--- src/rtl/imgdma_pkg.sv ---
package imgdma_pkg;

    localparam int unsigned REG_W = 32;
    localparam int unsigned OFS_W = 8;

    localparam logic [OFS_W-1:0] OFS_SRC = 8'h00;
    localparam logic [OFS_W-1:0] OFS_DST = 8'h04;
    localparam logic [OFS_W-1:0] OFS_WID = 8'h08;
    localparam logic [OFS_W-1:0] OFS_HGT = 8'h0C;
    localparam logic [OFS_W-1:0] OFS_CTL = 8'h10;
    localparam logic [OFS_W-1:0] OFS_STS = 8'h14;

    localparam int unsigned CTL_GO   = 0;
    localparam int unsigned CTL_IEN  = 1;
    localparam int unsigned STS_BUSY = 0;
    localparam int unsigned STS_DONE = 1;

    typedef enum logic [2:0] {
        RSEL_SRC,
        RSEL_DST,
        RSEL_WID,
        RSEL_HGT,
        RSEL_CTL,
        RSEL_STS,
        RSEL_NONE
    } rsel_e;

    typedef enum logic [1:0] {
        PH_IDLE,
        PH_LAUNCH,
        PH_RUN
    } phase_e;

    typedef struct packed {
        logic             wr;
        rsel_e            sel;
        logic [REG_W-1:0] wdata;
    } apb_req_t;

    function automatic rsel_e decode_offset(input logic [OFS_W-1:0] ofs);
        rsel_e r;
        case (ofs)
            OFS_SRC: r = RSEL_SRC;
            OFS_DST: r = RSEL_DST;
            OFS_WID: r = RSEL_WID;
            OFS_HGT: r = RSEL_HGT;
            OFS_CTL: r = RSEL_CTL;
            OFS_STS: r = RSEL_STS;
            default: r = RSEL_NONE;
        endcase
        return r;
    endfunction

    function automatic logic in_window(input logic [REG_W-1:0] v,
                                       input logic [REG_W-1:0] lo,
                                       input logic [REG_W-1:0] hi);
        return (v >= lo) && (v <= hi);
    endfunction

endpackage

--- src/rtl/imgdma_apb_dec.sv ---
module imgdma_apb_dec
    import imgdma_pkg::*;
#(
    parameter int unsigned PADDR_W = 12
) (
    input  logic               psel,
    input  logic               penable,
    input  logic               pwrite,
    input  logic [PADDR_W-1:0] paddr,
    input  logic [REG_W-1:0]   pwdata,
    output apb_req_t           req
);

    logic [OFS_W-1:0] low_ofs;
    logic             upper_zero;

    generate
        if (PADDR_W > OFS_W) begin : g_wide
            assign low_ofs    = paddr[OFS_W-1:0];
            assign upper_zero = (paddr[PADDR_W-1:OFS_W] == '0);
        end else begin : g_narrow
            assign low_ofs    = OFS_W'(paddr);
            assign upper_zero = 1'b1;
        end
    endgenerate

    always_comb begin
        req.wr    = psel && penable && pwrite;
        req.sel   = upper_zero ? decode_offset(low_ofs) : RSEL_NONE;
        req.wdata = pwdata;
    end

endmodule

--- src/rtl/imgdma_cfg_regs.sv ---
module imgdma_cfg_regs
    import imgdma_pkg::*;
#(
    parameter int unsigned     DIM_W  = 16,
    parameter logic [REG_W-1:0] SRC_LO = 32'h6000_0000,
    parameter logic [REG_W-1:0] SRC_HI = 32'h61FF_FFFF,
    parameter logic [REG_W-1:0] DST_LO = 32'h6300_0000,
    parameter logic [REG_W-1:0] DST_HI = 32'h65FF_FFFF,
    localparam int unsigned    PIX_W  = 2 * DIM_W
) (
    input  logic             clk,
    input  logic             rst,
    input  apb_req_t         req,
    input  logic             lock,
    output logic [REG_W-1:0] src_addr,
    output logic [REG_W-1:0] dst_addr,
    output logic [DIM_W-1:0] img_width,
    output logic [DIM_W-1:0] img_height,
    output logic [PIX_W-1:0] pixel_count
);

    localparam int unsigned N_DIM = 2;

    logic             open_wr;
    logic [REG_W-1:0] src_q;
    logic [REG_W-1:0] dst_q;
    logic [DIM_W-1:0] dim_q [N_DIM];

    assign open_wr = req.wr && !lock;

    always_ff @(posedge clk) begin
        if (rst) begin
            src_q <= SRC_LO;
            dst_q <= DST_LO;
        end else begin
            if (open_wr && req.sel == RSEL_SRC && in_window(req.wdata, SRC_LO, SRC_HI))
                src_q <= req.wdata;
            if (open_wr && req.sel == RSEL_DST && in_window(req.wdata, DST_LO, DST_HI))
                dst_q <= req.wdata;
        end
    end

    generate
        for (genvar g = 0; g < N_DIM; g++) begin : g_dim
            localparam rsel_e MY_SEL = (g == 0) ? RSEL_WID : RSEL_HGT;
            always_ff @(posedge clk) begin
                if (rst)
                    dim_q[g] <= '0;
                else if (open_wr && req.sel == MY_SEL)
                    dim_q[g] <= req.wdata[DIM_W-1:0];
            end
        end
    endgenerate

    assign src_addr    = src_q;
    assign dst_addr    = dst_q;
    assign img_width   = dim_q[0];
    assign img_height  = dim_q[1];
    assign pixel_count = PIX_W'(dim_q[0]) * PIX_W'(dim_q[1]);

endmodule

--- src/rtl/imgdma_seq.sv ---
module imgdma_seq
    import imgdma_pkg::*;
(
    input  logic     clk,
    input  logic     rst,
    input  apb_req_t req,
    input  logic     wr_last_done,
    output logic     lock,
    output logic     start_pulse,
    output logic     busy,
    output logic     done,
    output logic     ien,
    output logic     irq
);

    phase_e phase_q;
    logic   done_q;
    logic   ien_q;
    logic   ctl_wr;
    logic   sts_wr;
    logic   go_req;

    assign ctl_wr = req.wr && (req.sel == RSEL_CTL);
    assign sts_wr = req.wr && (req.sel == RSEL_STS);
    assign go_req = ctl_wr && req.wdata[CTL_GO] && (phase_q == PH_IDLE);

    always_ff @(posedge clk) begin
        if (rst) begin
            phase_q <= PH_IDLE;
            done_q  <= 1'b0;
            ien_q   <= 1'b0;
        end else begin
            if (ctl_wr)
                ien_q <= req.wdata[CTL_IEN];
            case (phase_q)
                PH_IDLE: begin
                    if (go_req)
                        phase_q <= PH_LAUNCH;
                    if (sts_wr && req.wdata[STS_DONE])
                        done_q <= 1'b0;
                end
                PH_LAUNCH: begin
                    phase_q <= PH_RUN;
                    done_q  <= 1'b0;
                end
                PH_RUN: begin
                    if (wr_last_done) begin
                        phase_q <= PH_IDLE;
                        done_q  <= 1'b1;
                    end else if (sts_wr && req.wdata[STS_DONE]) begin
                        done_q <= 1'b0;
                    end
                end
                default: phase_q <= PH_IDLE;
            endcase
        end
    end

    assign lock        = (phase_q != PH_IDLE);
    assign start_pulse = (phase_q == PH_LAUNCH);
    assign busy        = (phase_q == PH_RUN);
    assign done        = done_q;
    assign ien         = ien_q;
    assign irq         = done_q && ien_q;

endmodule

--- src/rtl/imgdma_cfg.sv ---
module imgdma_cfg
    import imgdma_pkg::*;
#(
    parameter int unsigned      PADDR_W = 12,
    parameter int unsigned      DIM_W   = 16,
    parameter logic [REG_W-1:0] SRC_LO  = 32'h6000_0000,
    parameter logic [REG_W-1:0] SRC_HI  = 32'h61FF_FFFF,
    parameter logic [REG_W-1:0] DST_LO  = 32'h6300_0000,
    parameter logic [REG_W-1:0] DST_HI  = 32'h65FF_FFFF,
    localparam int unsigned     PIX_W   = 2 * DIM_W
) (
    input  logic               clk,
    input  logic               rst,
    input  logic               psel,
    input  logic               penable,
    input  logic               pwrite,
    input  logic [PADDR_W-1:0] paddr,
    input  logic [REG_W-1:0]   pwdata,
    output logic [REG_W-1:0]   prdata,
    output logic               pready,
    output logic               pslverr,
    output logic [REG_W-1:0]   src_addr,
    output logic [REG_W-1:0]   dst_addr,
    output logic [DIM_W-1:0]   img_width,
    output logic [DIM_W-1:0]   img_height,
    output logic [PIX_W-1:0]   pixel_count,
    output logic               start_pulse,
    output logic               busy,
    input  logic               wr_last_done,
    output logic               irq
);

    apb_req_t req;
    logic     lock;
    logic     done;
    logic     ien;

    imgdma_apb_dec #(.PADDR_W(PADDR_W)) u_dec (
        .psel    (psel),
        .penable (penable),
        .pwrite  (pwrite),
        .paddr   (paddr),
        .pwdata  (pwdata),
        .req     (req)
    );

    imgdma_cfg_regs #(
        .DIM_W  (DIM_W),
        .SRC_LO (SRC_LO),
        .SRC_HI (SRC_HI),
        .DST_LO (DST_LO),
        .DST_HI (DST_HI)
    ) u_regs (
        .clk         (clk),
        .rst         (rst),
        .req         (req),
        .lock        (lock),
        .src_addr    (src_addr),
        .dst_addr    (dst_addr),
        .img_width   (img_width),
        .img_height  (img_height),
        .pixel_count (pixel_count)
    );

    imgdma_seq u_seq (
        .clk          (clk),
        .rst          (rst),
        .req          (req),
        .wr_last_done (wr_last_done),
        .lock         (lock),
        .start_pulse  (start_pulse),
        .busy         (busy),
        .done         (done),
        .ien          (ien),
        .irq          (irq)
    );

    always_comb begin
        prdata = '0;
        if (psel) begin
            case (req.sel)
                RSEL_SRC: prdata = src_addr;
                RSEL_DST: prdata = dst_addr;
                RSEL_WID: prdata = REG_W'(img_width);
                RSEL_HGT: prdata = REG_W'(img_height);
                RSEL_CTL: prdata[CTL_IEN] = ien;
                RSEL_STS: begin
                    prdata[STS_BUSY] = busy;
                    prdata[STS_DONE] = done;
                end
                default: prdata = '0;
            endcase
        end
    end

    assign pready  = 1'b1;
    assign pslverr = 1'b0;

endmodule

--- config.mk ---
export PLATFORM = sky130hd
export DESIGN_NAME = imgdma_cfg
export DESIGN_NICKNAME = d
export VERILOG_FILES = /design/src/rtl/imgdma_pkg.sv /design/src/rtl/imgdma_apb_dec.sv /design/src/rtl/imgdma_cfg_regs.sv /design/src/rtl/imgdma_seq.sv /design/src/rtl/imgdma_cfg.sv
export SDC_FILE = /design/constraint.sdc
export NUM_CORES = 1
export LEC_CHECK = 0
export BUFFER_PORTS_ARGS = -buffer_cell sky130_fd_sc_hd__buf_4
export CAP_MARGIN = 20
export CELL_PAD_IN_SITES_DETAIL_PLACEMENT = 0
export CELL_PAD_IN_SITES_GLOBAL_PLACEMENT = 1
export CORE_UTILIZATION = 45
export CTS_BUF_LIST = sky130_fd_sc_hd__clkbuf_4
export DETAILED_ROUTE_END_ITERATION = 10
export HOLD_SLACK_MARGIN = 0.05
export PLACE_DENSITY_LB_ADDON = 0.2
export SETUP_SLACK_MARGIN = 0.05
export SYNTH_ARGS = -nofsm -noshare
export SYNTH_HDL_FRONTEND = slang
export SYNTH_SLANG_ARGS = --single-unit
export TNS_END_PERCENT = 10
--- constraint.sdc ---
create_clock -name clk -period 7.8 [get_ports clk]
set_clock_uncertainty 0.2 [all_clocks]
set_input_delay 0.78 -clock clk [delete_from_list [all_inputs] [get_ports clk]]
set_output_delay 0.78 -clock clk [all_outputs]
set_load 0.005 [all_outputs]
* Word level (Yosys, flattened, before mapping)
Memory sizes are Yosys's and may differ from the RTL's.
Cells that the tools add are included.
** Operators by class
- Bitwise operators :: 2
- Muxes and demuxes :: 22
- Reductions and logical operators :: 25
- Equality and inequality tests :: 14
- Multiply operators :: 1
- Magnitude comparators :: 4
** Operator list (number)
- $pmux 30 s4 :: 1
- $ge 32x31->1 const B :: 2
- $le 32x31->1 const B :: 2
- $mul 16x16->32 :: 1
- $mux 16 :: 2
- $mux 32 :: 1
- $pmux 3 s6 :: 1
- $logic_and 1x1->1 :: 17
- $eq 8x4->1 const B :: 2
- $eq 8x5->1 const B :: 2
- $mux 1 :: 10
- $eq 8x3->1 const B :: 1
- $logic_not 8->1 :: 1
- $eq 3x2->1 const B :: 2
- $eq 3x3->1 const B :: 2
- $pmux 1 s6 :: 1
- $pmux 2 s3 :: 1
- $pmux 1 s5 :: 1
- $logic_not 4->1 :: 1
- $mux 2 :: 2
- $ne 2x1->1 const B :: 2
- $eq 3x1->1 const B :: 1
- $logic_not 3->1 :: 1
- $mux 3 :: 1
- other kinds (9) :: 10
** Word-level totals
- Input port bits :: 50
- Output and inout port bits :: 165
- Flip-flop bits (word level) :: 68
- Memories :: 1
- Bits in writable memories :: 32
** Memory list
- u_regs.dim_q :: depth 2, width 16, read ports 2, clocked after memory_dff 0, write ports 2, line imgdma_cfg_regs.sv:27 : logic [DIM_W-1:0] dim_q [N_DIM];

* Longest topological paths before layout
Gate-level depths: netlist of run 1.
- Word-level depth :: 9
- Gate-level depth with buffers :: 23

* Cells and area by module
Synthesis of run 1 repeated with hierarchy kept, for this count alone.
** Second synthesis, totals
- Cell total of the unflattened synthesis :: 1547
- Area, all modules :: 13613.1 µm²
** By module, submodules not included
- imgdma_cfg_regs :: area each 12071.6 µm², seq. area each 2242.2 µm², cells each 1356, times used 1
- imgdma_cfg :: area each 910.9 µm², seq. area each 0.0 µm², cells each 120, times used 1
- imgdma_seq :: area each 326.6 µm², seq. area each 80.1 µm², cells each 32, times used 1
- imgdma_apb_dec :: area each 304.0 µm², seq. area each 0.0 µm², cells each 39, times used 1

* Worst setup path before layout of run 1
Ideal clock, no wire load.
- Path kind :: reg2out
- Start :: memory u_regs.dim_q[1][8]
- End :: output pixel_count[30]
- Slack :: 854 ps
- Cell stages (with the launch flop) :: 22
- Arrival time :: 5966 ps
- Cell sequence :: edfxtp_1 clkbuf_1 clkbuf_1 nand2_1 fa_1 inv_1 fa_1 fa_1 fa_1 fa_1 inv_1 fa_1 inv_1 ha_1 a2111oi_0 o21ai_0 a311oi_1 a31oi_1 nand4_1 nand2_1 a21boi_0 xnor2_1
** RTL lines
- from (decl) :: line imgdma_cfg_regs.sv:27
- to (decl) :: line imgdma_cfg.sv:26 : output logic [PIX_W-1:0] pixel_count,

==> summary.txt, run 1 <==
Routing
  • Total number of vias: 10894
  • ANT nets after route: 0
  • Final routed DRC violation total: 0
  • Post-Route WL: 37.9 mm
  • Drt first-iter violations: 593
  • Via density: 5.16
  • First-pass iteration count of the detailed router: 5
  • DR WL/cell: 17.9 um

Clock network
  • Clock sink count: 100
  • Total CTS buffers: 9
  • CTS root buffer: clkbuf_4
  • H-tree depth: 3
  • Clk buf depth: 2
  • Hold_buf cts: 0
  • Skew-Pair Late Insertion Delay: 470 ps
  • CTS tree: built
  • Clock transition at path regs: roughly 160 ps

Logic synthesis
  • Post-synth net total: approximately 1800
  • Synthesized area: 13100 um^2
  • Yosys reg bits: 100
  • Post-synthesis sequential area ratio: 17.7%
  • Synth cell types: 57
  • Synthesized area per cell: 8.86 um^2
  • Ys async rst share: 0%
  • Synthesis Warnings: 0
  • Gate count of the mapped netlist: 1481
  • EDFF count, synth: 32
  • Main synth FF type: dfxtp_1

Global routing
  • Vias in the first global route: between 10000 and 15000
  • GRT Total Usage: 25.4%
  • GRT Residual Overflow: 0
  • First-pass GRT wire length: 59.6 mm
  • Antenna violations before repair: 1
  • Largest net degree at the start of global routing: 67

STA
  • Max Slew Vio Count: 0
  • Fin crit share: a little over nine tenths
  • RSZ-0062 raised after global routing: true
  • Final setup vio count: 0
  • Fin. Hold Viols: 0
  • Total negative slack: 0 ps
  • Slew @ Worst Pin: 1120 ps
  • Tmin final: 7560 ps
  • Relative slew margins: 25.7%
  • Fmax: roughly 130 MHz

Critical path
  • Crit Path Class: register to output port
  • Arrival @ worst endpoint: ~6600 ps
  • Worst setup endpoint: pixel_count[28]
  • CP Data Required Time: 6820 ps
  • R2R Path Start: u_seq.phase_q[0]
  • Reg2Reg Setup Slack: 4930 ps
  • CP max FO: 5
  • Reg2Reg Depth: 7
  • Reg2reg end: u_regs.dst_addr[25]
  • CP Capture Type: output port
  • CP Launch Type: register
  • Beginning of the critical path: u_regs.dim_q[0][4]

Power
  • Comb pwr share: 40.9%
  • Power Dens Cells: 90.8 nW/um^2
  • Overall Power: 1460 uW
  • Seq pwr share: 37.6%
  • Sw frac: 35.3%
  • Clock power share: 21.5%
  • Pleak: 0.00773 uW
  • P_int: around 940 uW
  • Peak supply drop: about 0.07 mV
  • P_sw: 515 uW

Cells and area
  • # fillers: about 2700
  • Final net count: 2075
  • Final Cell Area: between 15000 and 20000 um^2
  • P&R area growth vs syn: 22.5%
  • Utilization after layout: 56.0%
  • Final cell count without fillers: approximately 2100
  • Share of cells above drive strength 1: 20.9%
  • Reg area: 2320 um^2
  • Multi-input logic area: 9890 um^2

Floorplanning
  • Initial core utilization: roughly 46%
  • Die Wd: 173 um
  • Die height: 173 um
  • Core Area: 28700 um^2
  • Rows: 62
  • IO Pins: 215
  • Die area: 29800 um^2

Placed design
  • RD Place Congestion: between 0.8 and 0.9
  • Placed Area: roughly 15000 um^2
  • DP Cell Count: 2053
  • IO buf count: 212
  • DP HPWL: 29.8 mm

Outcome
  • Status: finished, final reports clean

Hold path
  • Hold depth: 2
  • HP Class: register to register

Run
  • Max-cap violations: 0
[cells in the final DEF (no fill, tap or decap), types with 3 or more instances in the layout]
master and instances:
buf_6 8, fa_1 193, buf_4 289, ha_4 8, nor4_4 3, nor3_1 8, a21oi_1 46, ha_1 98
ha_2 3, inv_1 243, xor2_1 8, o21ai_0 24, a22oi_1 16, o21bai_1 4, a21o_1 5, xnor2_1 20
o21ai_1 3, nand2b_1 10, clkbuf_4 10, o211ai_1 8, nand3_1 11, and2_1 167, a211oi_1 3, nor2_1 82
nand2_1 215, nand4_1 8, mux2i_1 59, dfxtp_1 68, or3_1 5, edfxtp_1 32, a31oi_1 3, inv_2 4
and2_4 3
[power by group through the flow]
stage	clock (uW)	combinational (uW)	sequential, uW
floorplan	0	314	558
finish	314	596	548
CTS	319	521	550
global placement	0	496	563
detailed placement	0	500	563
global route	340	663	549
[stage by stage]
stage,worst slack [ps],hold slack [ps]
after floorplan,854,260
after global placement,289,257
after detailed placement,177,262
after CTS,29.8,281
after global routing,28.0,296
final,245,279
[flip-flops by register name (all words and copies together), names as in the netlist]
name and cells:
u_seq.done 1, u_seq.ien 1, u_seq.phase_q 2, u_regs.dim_q 32, u_regs.dst_addr 32, u_regs.src_addr 32
[cell families (layout without fill, tap and decap cells)]
kind of cell    count (synthesis)  after routing  share of synthesized area [%]
buf+inv                       316            561                           9.21
compound gates                137            137                           6.50
mux                            61             61                           4.67
other cells                     2              3                         0.0572
fa+ha+maj                     303            303                           40.0
xor+xnor                       28             28                           1.87
simple gates                  534            534                           20.0
flops                         100            100                           17.7
[cell usage after synthesis (2+ instances only)]
| library cell | number | area, um^2 |
|---|---|---|
| inv_1 | 246 | 923 |
| nand2_1 | 218 | 818 |
| fa_1 | 194 | 3880 |
| and2_1 | 170 | 1060 |
| ha_1 | 109 | 1360 |
| nor2_1 | 82 | 308 |
| dfxtp_1 | 68 | 1360 |
| clkbuf_1 | 59 | 221 |
| mux2i_1 | 59 | 591 |
| a21oi_1 | 48 | 240 |
| edfxtp_1 | 32 | 961 |
| o21ai_0 | 27 | 135 |
| xnor2_1 | 20 | 175 |
| a22oi_1 | 16 | 120 |
| nand3_1 | 13 | 65.1 |
| nand2b_1 | 10 | 62.6 |
| nor3_1 | 10 | 50.1 |
| nand4_1 | 8 | 50.1 |
| o211ai_1 | 8 | 60.1 |
| xor2_1 | 8 | 70.1 |
| a31oi_1 | 6 | 37.5 |
| a21o_1 | 5 | 37.5 |
| buf_4 | 5 | 37.5 |
| or3_1 | 5 | 31.3 |
| a211oi_1 | 4 | 30.0 |
| o21bai_1 | 4 | 30.0 |
| a311oi_1 | 3 | 26.3 |
| buf_2 | 3 | 15.0 |
| nor4_4 | 3 | 63.8 |
| a2111oi_0 | 2 | 17.5 |
| a211o_1 | 2 | 17.5 |
| and3_1 | 2 | 12.5 |
| buf_1 | 2 | 7.51 |
| conb_1 | 2 | 7.51 |
| mux2_2 | 2 | 22.5 |
| nand3b_1 | 2 | 15.0 |
| nor2b_1 | 2 | 12.5 |
| nor4_1 | 2 | 12.5 |
| o2111ai_1 | 2 | 17.5 |
[repair_timing]
item | 4_1_cts | 5_1_grt
resized for setup | 12 | 56
setup endpoints to repair | 10 | 11
pin swaps | 3 | 28
setup buffers | 20 | 21
[routing by layer]
layer / vias to the layer above / wire length (um) / part of all wire [%] / GRT usage (%)
met2: 290 / 19100 / 51 / 44.3
met4: 0 / 688 / 1.8 / 5.90
met1: 5463 / 16400 / 43 / 33.9
li1: 5098 / - / - / -
met3: 43 / 1630 / 4.3 / 2.59
met5: - / 0 / 0 / 0
[worst min-delay path by stage]
stage / start / end / slack, ps
6_report: u_regs.src_addr[6] / u_regs.src_addr[6] / 280
5_1_grt: u_regs.src_addr[13] / u_regs.src_addr[13] / 300
4_1_cts: u_regs.src_addr[13] / u_regs.src_addr[13] / 280
3_5_place_dp: u_regs.src_addr[6] / u_regs.src_addr[6] / 260
3_3_place_gp: u_regs.src_addr[6] / u_regs.src_addr[6] / 260
2_1_floorplan: u_regs.src_addr[10] / u_regs.src_addr[10] / 260
[cell type report]
type                            instances  area share, %
Tap cell                              384           2.99
Timing Repair Buffer                  299           14.3
Multi-Input combinational cell       1065           61.5
Antenna cell                            1         0.0156
Inverter                              247           5.77
Sequential cell                       100           14.5
Clock buffer                           10          0.467
Clock inverter                          5          0.475
[critical path, cell delays in order (launching register included)]
cell and delay, ps:
edfxtp_1 520, buf_6 170, buf_4 120, and2_1 140, fa_1 470, fa_1 550, fa_1 530, fa_1 450
fa_1 510, inv_1 60, fa_1 530, inv_1 40, ha_2 400, nand2_1 150, nor3_4 180, o2111ai_2 130
buf_4 180, a31oi_4 270, nand4_1 180, a31oi_1 220, xnor2_1 150, buf_4 130
No activity file was read; power rests on OpenSTA's default activity.
==> run 2: changes to the inputs <==
--- a/config.mk
+++ b/config.mk
@@ -5,14 +5,13 @@
 export SDC_FILE = /design/constraint.sdc
 export NUM_CORES = 1
 export LEC_CHECK = 0
-export BUFFER_PORTS_ARGS = -buffer_cell sky130_fd_sc_hd__buf_4
 export CAP_MARGIN = 20
 export CELL_PAD_IN_SITES_DETAIL_PLACEMENT = 0
 export CELL_PAD_IN_SITES_GLOBAL_PLACEMENT = 1
-export CORE_UTILIZATION = 45
+export CORE_UTILIZATION = 51
 export CTS_BUF_LIST = sky130_fd_sc_hd__clkbuf_4
 export DETAILED_ROUTE_END_ITERATION = 10
-export HOLD_SLACK_MARGIN = 0.05
+export DONT_BUFFER_PORTS = 1
 export PLACE_DENSITY_LB_ADDON = 0.2
 export SETUP_SLACK_MARGIN = 0.05
 export SYNTH_ARGS = -nofsm -noshare
==> run 2 against run 1 <==
Net effect: clock power fell by 12%; die area fell by 12%; count of clock-buffer cells in the layout did not move; register-to-register slack improved by 60 ps; sequential power barely moved; combinational power fell by 20%; sequential share of layout area rose by 1.9 points; fmax rose by 0.37%; critical path depth rose by 2; via count fell by 8.3%.
==> summary.txt, run 2 (same netlist as run 1, synthesis figures left out) <==
STA
  • Fin. Hold Viols: 0 (unchanged)
  • Max Slew Vio Count: 0 (unchanged)
  • Relative slew margins: 27.5% (+1.9 points)
  • Slew @ Worst Pin: 1090 ps (-28.2 ps)
  • Tmin final: 7530 ps (-27.9 ps)
  • RSZ-0062 raised after global routing: false
  • Fmax: 133 MHz (+0.37%)
  • Total negative slack: 0 ps (unchanged)
  • Final setup vio count: 0 (unchanged)
  • Fin crit share: 96.5% (-0.36 points)

Global routing
  • First-pass GRT wire length: 53.8 mm (-9.7%)
  • GRT Total Usage: 26.4% (+1.1 points)
  • Antenna violations before repair: 0 (-1)
  • Vias in the first global route: 9896 (-8.7%)
  • Largest net degree at the start of global routing: 67 (unchanged)
  • GRT Residual Overflow: 0 (unchanged)

Routing
  • DR WL/cell: 19.0 um (+5.8%)
  • Post-Route WL: 34.8 mm (-8.2%)
  • Drt first-iter violations: 518 (-13%)
  • Total number of vias: 9986 (-8.3%)
  • Via density: 5.45 (+5.6%)
  • First-pass iteration count of the detailed router: 5 (unchanged)
  • Final routed DRC violation total: 0 (unchanged)
  • ANT nets after route: 0 (unchanged)

Power
  • Comb pwr share: 36.7% (-4.2 points)
  • Power Dens Cells: 91.5 nW/um^2 (+0.83%)
  • Peak supply drop: 0.103 mV (+44%)
  • P_int: 841 uW (-11%)
  • P_sw: 461 uW (-10%)
  • Clock power share: 21.2% (-0.3 points)
  • Seq pwr share: 42.2% (+4.6 points)
  • Pleak: 0.00656 uW (-15%)
  • Sw frac: 35.4% (+0.12 points)

Floorplanning
  • Rows: 58 (-6.5%)
  • Core Area: 25200 um^2 (-12%)
  • Die height: 162 um (-6.0%)
  • Die area: 26400 um^2 (-12%)
  • IO Pins: 215 (unchanged)
  • Die Wd: 162 um (-6.0%)
  • Initial core utilization: 52.1% (+6.4 points)

Critical path
  • Crit path top cell by count: fa_1
  • Crit Path Class: register to output port
  • CP Launch Type: register
  • Arrival @ worst endpoint: 6550 ps (-30 ps)
  • CP max stage delay: 540 ps (about the same)
  • CP max FO: 8 (+3)
  • Slowest cell on the critical path: edfxtp_1
  • CP Capture Type: output port
  • CP Data Required Time: 6820 ps (about the same)
  • Critical path cell sequence: buf_4 > buf_4 > and2_1 > fa_1 > inv_1 > fa_1 > inv_1 > fa_1 > fa_1 > fa_1 > inv_1 > fa_1 > inv_1 > ha_4 > nand2_4 > nor3_4 > o2111ai_4 > a31oi_1 > buf_4 > nand4_1 > nand2_2 > a21boi_2 > xnor2_1

Run
  • Max-cap violations: 0 (unchanged)

Placed design
  • IO buf count: 0 (-100%)
  • RD Place Congestion: 0.856 (-0.52%)
  • DP HPWL: 27.7 mm (-6.8%)
  • DP Cell Count: 1791 (-13%)

Clock network
  • H-tree depth: 3 (unchanged)
  • Clock sink count: 100 (unchanged)
  • Total CTS buffers: 9 (unchanged)
  • Hold_buf cts: 0 (unchanged)
  • CTS tree: built
  • CTS root buffer: clkbuf_4
  • Skew-Pair Late Insertion Delay: 470 ps (about the same)
  • Clock transition at path regs: 160 ps (about the same)
  • Clk buf depth: 2 (unchanged)

Cells and area
  • Antenna diode count: 0 (-1)
  • Utilization after layout: 56.5% (+0.54 points)
  • Share of cells above drive strength 1: 8.78% (-12 points)
  • Commonest non-fill, non-tap cells in the layout: 246 x inv_1, 214 x nand2_1, 194 x fa_1
  • Final cell count without fillers: 1833 (-13%)
  • Multi-input logic area: 9870 um^2 (-0.22%)
  • P&R area growth vs syn: 8.49%
  • Commonest non-fill, non-tap cell in the layout: inv_1
  • Final net count: 1851 (-11%)
  • # fillers: 2331 (-14%)
  • Reg area: 2320 um^2 (unchanged)

Hold path
  • HP Class: input pin to register

Outcome
  • Status: finished, final reports clean
-- run 2: cell types whose count changed in the layout (fill, tap and decap cells not counted), sizes merged --
cell	previous run	this run
buf	299	75
inv	248	250
bufinv	2	1
diode	1	0
-- run 2: what timing repair did --
item	4_1_cts	5_1_grt
buffers inserted	15	10
gates resized for setup	8	49
setup endpoints to repair	7	11
endpoints found under the hold margin	0	0
pin swaps	1	24
-- run 2: layout make-up --
class / instances / area share (%)
Timing Repair Buffer: 75 / 4.01
Tap cell: 330 / 2.90
Sequential cell: 100 / 16.3
Clock buffer: 10 / 0.527
Inverter: 247 / 6.51
Multi-Input combinational cell: 1065 / 69.3
Clock inverter: 6 / 0.431
-- run 2: per-stage QoR --
stage                     worst slack (ps)  area [um^2]  power (uW)  hold slack, ps
after floorplan                        854        13100         872             260
after global placement                 296        13600         953             271
after detailed placement               280        13600         959             276
after CTS                             70.3        13900        1240             140
after global routing                  31.7        14200        1390             137
final                                  272        14200        1300             153
-- run 2: final timing paths --
path	start	to	slack, ps	depth (start not counted)
worst min register to register	u_regs.src_addr[11]	u_regs.src_addr[11]	300	2
worst max register to register	u_seq.phase_q[0]	u_regs.dst_addr[25]	4990	7
worst min-delay path	rst	u_regs.src_addr[3]	150	1
worst max-delay path	u_regs.dim_q[1][6]	pixel_count[30]	270	23
-- run 2: worst max-delay path, delay by kind of cell, from the launching register on --
kind	cells	cell delay, ps
adders and majority gates	7	3310
and+or+nand+nor	5	820
buffers and inverters	7	710
DFF	1	540
AOI/OAI and AO/OA	3	470
xor gates and xnor gates	1	200
-- run 2: power groups by stage --
stage	logic (uW)	registers (uW)	clock network [uW]
floorplan	314	558	0
global route	539	550	297
CTS	411	549	279
global placement	391	562	0
detailed placement	396	562	0
finish	477	549	276
-- run 2: routing by layer --
metal	global-route usage, %	wire length, um	up-vias
met5	0	0	-
met1	34.8	14400	4980
li1	-	-	4656
met2	45.1	17300	315
met4	5.06	533	0
met3	5.50	2440	35
==> run 3: changes to the inputs <==
--- a/config.mk
+++ b/config.mk
@@ -8,7 +8,7 @@
 export CAP_MARGIN = 20
 export CELL_PAD_IN_SITES_DETAIL_PLACEMENT = 0
 export CELL_PAD_IN_SITES_GLOBAL_PLACEMENT = 1
-export CORE_UTILIZATION = 51
+export CORE_UTILIZATION = 55
 export CTS_BUF_LIST = sky130_fd_sc_hd__clkbuf_4
 export DETAILED_ROUTE_END_ITERATION = 10
 export DONT_BUFFER_PORTS = 1
==> constraint.sdc (replaced) <==
create_clock -name clk -period 9.8 [get_ports clk]
set_clock_uncertainty 0.2 [all_clocks]
set_input_delay 0.98 -clock clk [delete_from_list [all_inputs] [get_ports clk]]
set_output_delay 0.98 -clock clk [all_outputs]
set_load 0.005 [all_outputs]
==> run 3 against run 2 <==
Net effect: first-iteration DRC count rose by 10%; clock power shrank 27%; setup slack improved by 770 ps; final area is 5.8% lower; sequential share of layout area increased by 1.0 points; flip-flop and latch count did not move; via count down 2.0%; power shrank 28%; core utilization up 0.78 points; register-to-register slack improved by 2300 ps.
==> summary.txt, run 3 (same netlist as run 1, synthesis figures left out) <==
Clock network
  • CTS resizes: 0 (-8)
  • H-tree depth: 3 (unchanged)
  • CTS root buffer: clkbuf_4
  • Clock sink count: 100 (unchanged)
  • Clk buf depth: 2 (unchanged)
  • CTS tree: built
  • Total CTS buffers: 9 (unchanged)
  • Clock transition at path regs: 160 ps (about the same)
  • Hold_buf cts: 0 (unchanged)
  • Skew-Pair Late Insertion Delay: 450 ps (-20 ps)
  • Post-CTS Setup Bufs: 0 (-15)

Routing
  • Final routed DRC violation total: 0 (unchanged)
  • Drt first-iter violations: 572 (+10%)
  • Post-Route WL: 32.8 mm (-5.7%)
  • DR WL/cell: 18.7 um (-1.4%)
  • ANT nets after route: 0 (unchanged)
  • WL met3: 2.03 mm (-17%)
  • Total number of vias: 9784 (-2.0%)
  • DRT met1 WL: 14.0 mm (-3.3%)
  • Met2 Wirelength: 16.4 mm (-5.3%)
  • Max layer used: met4
  • Via density: 5.58 (+2.4%)
  • First-pass iteration count of the detailed router: 5 (unchanged)

STA
  • Fin worst setup slack: 1040 ps (+770 ps)
  • Fin crit share: 89.4%
  • Fmax: 114 MHz
  • Slew @ Worst Pin: 1110 ps (+25.9 ps)
  • Worst hold slack: 300 ps (+147 ps)
  • Relative slew margins: 25.8% (-1.7 points)
  • RSZ-0062 raised after global routing: false
  • Total negative slack: 0 ps (unchanged)
  • Fin. Hold Viols: 0 (unchanged)
  • Max Slew Vio Count: 0 (unchanged)
  • Final setup vio count: 0 (unchanged)
  • Tmin final: just under 9000 ps

Critical path
  • Arrival @ worst endpoint: 7580 ps (+1030 ps)
  • CP Data Required Time: 8620 ps (+1800 ps)
  • CP Capture Type: output port
  • WP buf/inv: 5 (-2)
  • Slowest cell on the critical path: edfxtp_1
  • Crit path top cell by count: fa_1
  • CP max stage delay: 950 ps (+410 ps)
  • CP max FO: 18 (+10)
  • Critical path cell sequence: nand2_1 > fa_1 > inv_1 > fa_1 > inv_1 > fa_1 > inv_1 > fa_1 > fa_1 > inv_1 > fa_1 > inv_1 > ha_1 > nand3_1 > nor3_1 > o2111ai_1 > a31oi_1 > nand4_1 > nand2_1 > a21boi_0 > xnor2_1
  • CP Launch Type: register
  • Top delay family on crit path: adder cells
  • Crit Path Class: register to output port

Placed design
  • DP HPWL: 25.6 mm (-7.5%)
  • Place WS: 1570 ps (+1290 ps)
  • RD Place Congestion: 0.854 (-0.23%)
  • IO buf count: 0 (unchanged)

Global routing
  • First-pass GRT wire length: 52.3 mm (-2.7%)
  • GRT Residual Overflow: 0 (unchanged)
  • GRT Total Usage: 27.8% (+1.4 points)
  • Vias in the first global route: 9672 (-2.3%)
  • Largest net degree at the start of global routing: 67 (unchanged)
  • Antenna violations before repair: 0 (unchanged)

Outcome
  • Status: finished, final reports clean

Floorplanning
  • Die area: 24500 um^2 (-7.2%)
  • Die height: 156 um (-3.7%)
  • Rows: 56 (-3.4%)
  • Initial core utilization: 56.1% (+4.0 points)
  • IO Pins: 215 (unchanged)
  • Die Wd: 156 um (-3.7%)
  • Core Area: 23400 um^2 (-7.1%)

Cells and area
  • Final net count: 1782 (-3.7%)
  • Antenna diode count: 0 (unchanged)
  • Share of cells above drive strength 1: 2.16% (-6.6 points)
  • Commonest non-fill, non-tap cell in the layout: inv_1
  • Commonest non-fill, non-tap cells in the layout: 246 x inv_1, 218 x nand2_1, 194 x fa_1
  • P&R area growth vs syn: 2.21%

Run
  • Max-cap violations: 0 (unchanged)

Power
  • Power Dens Cells: 70.3 nW/um^2 (-23%)
  • Pleak: 0.00616 uW (-6.2%)
  • Peak supply drop: 0.0946 mV (-8.3%)

Hold path
  • HP Class: register to register
[run 3: worst paths after layout]
| check | start | to | slack (ps) | cells past startpoint |
|---|---|---|---|---|
| min reg2reg | u_regs.src_addr[2] | u_regs.src_addr[2] | 300 | 2 |
| min | u_regs.src_addr[2] | u_regs.src_addr[2] | 300 | 2 |
| max reg2reg | u_seq.phase_q[0] | u_regs.src_addr[12] | 7330 | 7 |
| max | u_regs.dim_q[1][9] | pixel_count[30] | 1040 | 21 |
[run 3: metrics by stage]
step                power [uW]  area [um^2]  utilization (%)  cells
finish                     943        13400             57.3   1753
global route              1010        13400             57.3   1753
CTS                        948        13400             57.2   1751
detailed placement         751        13300             56.7   1735
global placement           745        13300             56.7   1735
floorplan                  694        13100                -   1481
[run 3: routing by layer]
metal | track usage [%] | vias to the layer above
li1 | - | 4519
met4 | 4.44 | 0
met3 | 4.65 | 23
met1 | 38.0 | 4917
met2 | 47.0 | 325
met5 | 0 | -
[run 3: power breakdown]
| group | leakage, uW | internal, uW | total, uW | switching (uW) |
|---|---|---|---|---|
| Clock | 0.0000677 | 55.9 | 202 | 146 |
| Combinational | 0.00520 | 118 | 288 | 170 |
| Sequential | 0.000891 | 430 | 453 | 22.4 |
| Total | 0.00616 | 605 | 943 | 338 |
[run 3: cell type report]
class                      instances  area, um^2
inverter                         247         927
multi-input combinational       1065        9590
clock buffer                       9        67.6
clock inverter                     7        56.3
fill                            2233        9990
timing repair buffer               6        48.8
sequential                       100        2320
tap                              319         399
[run 3: tightest hold or removal path, stage by stage, from the launching register on]
cell and delay (ps):
dfxtp_1 370, nand2_1 60, a21oi_1 50
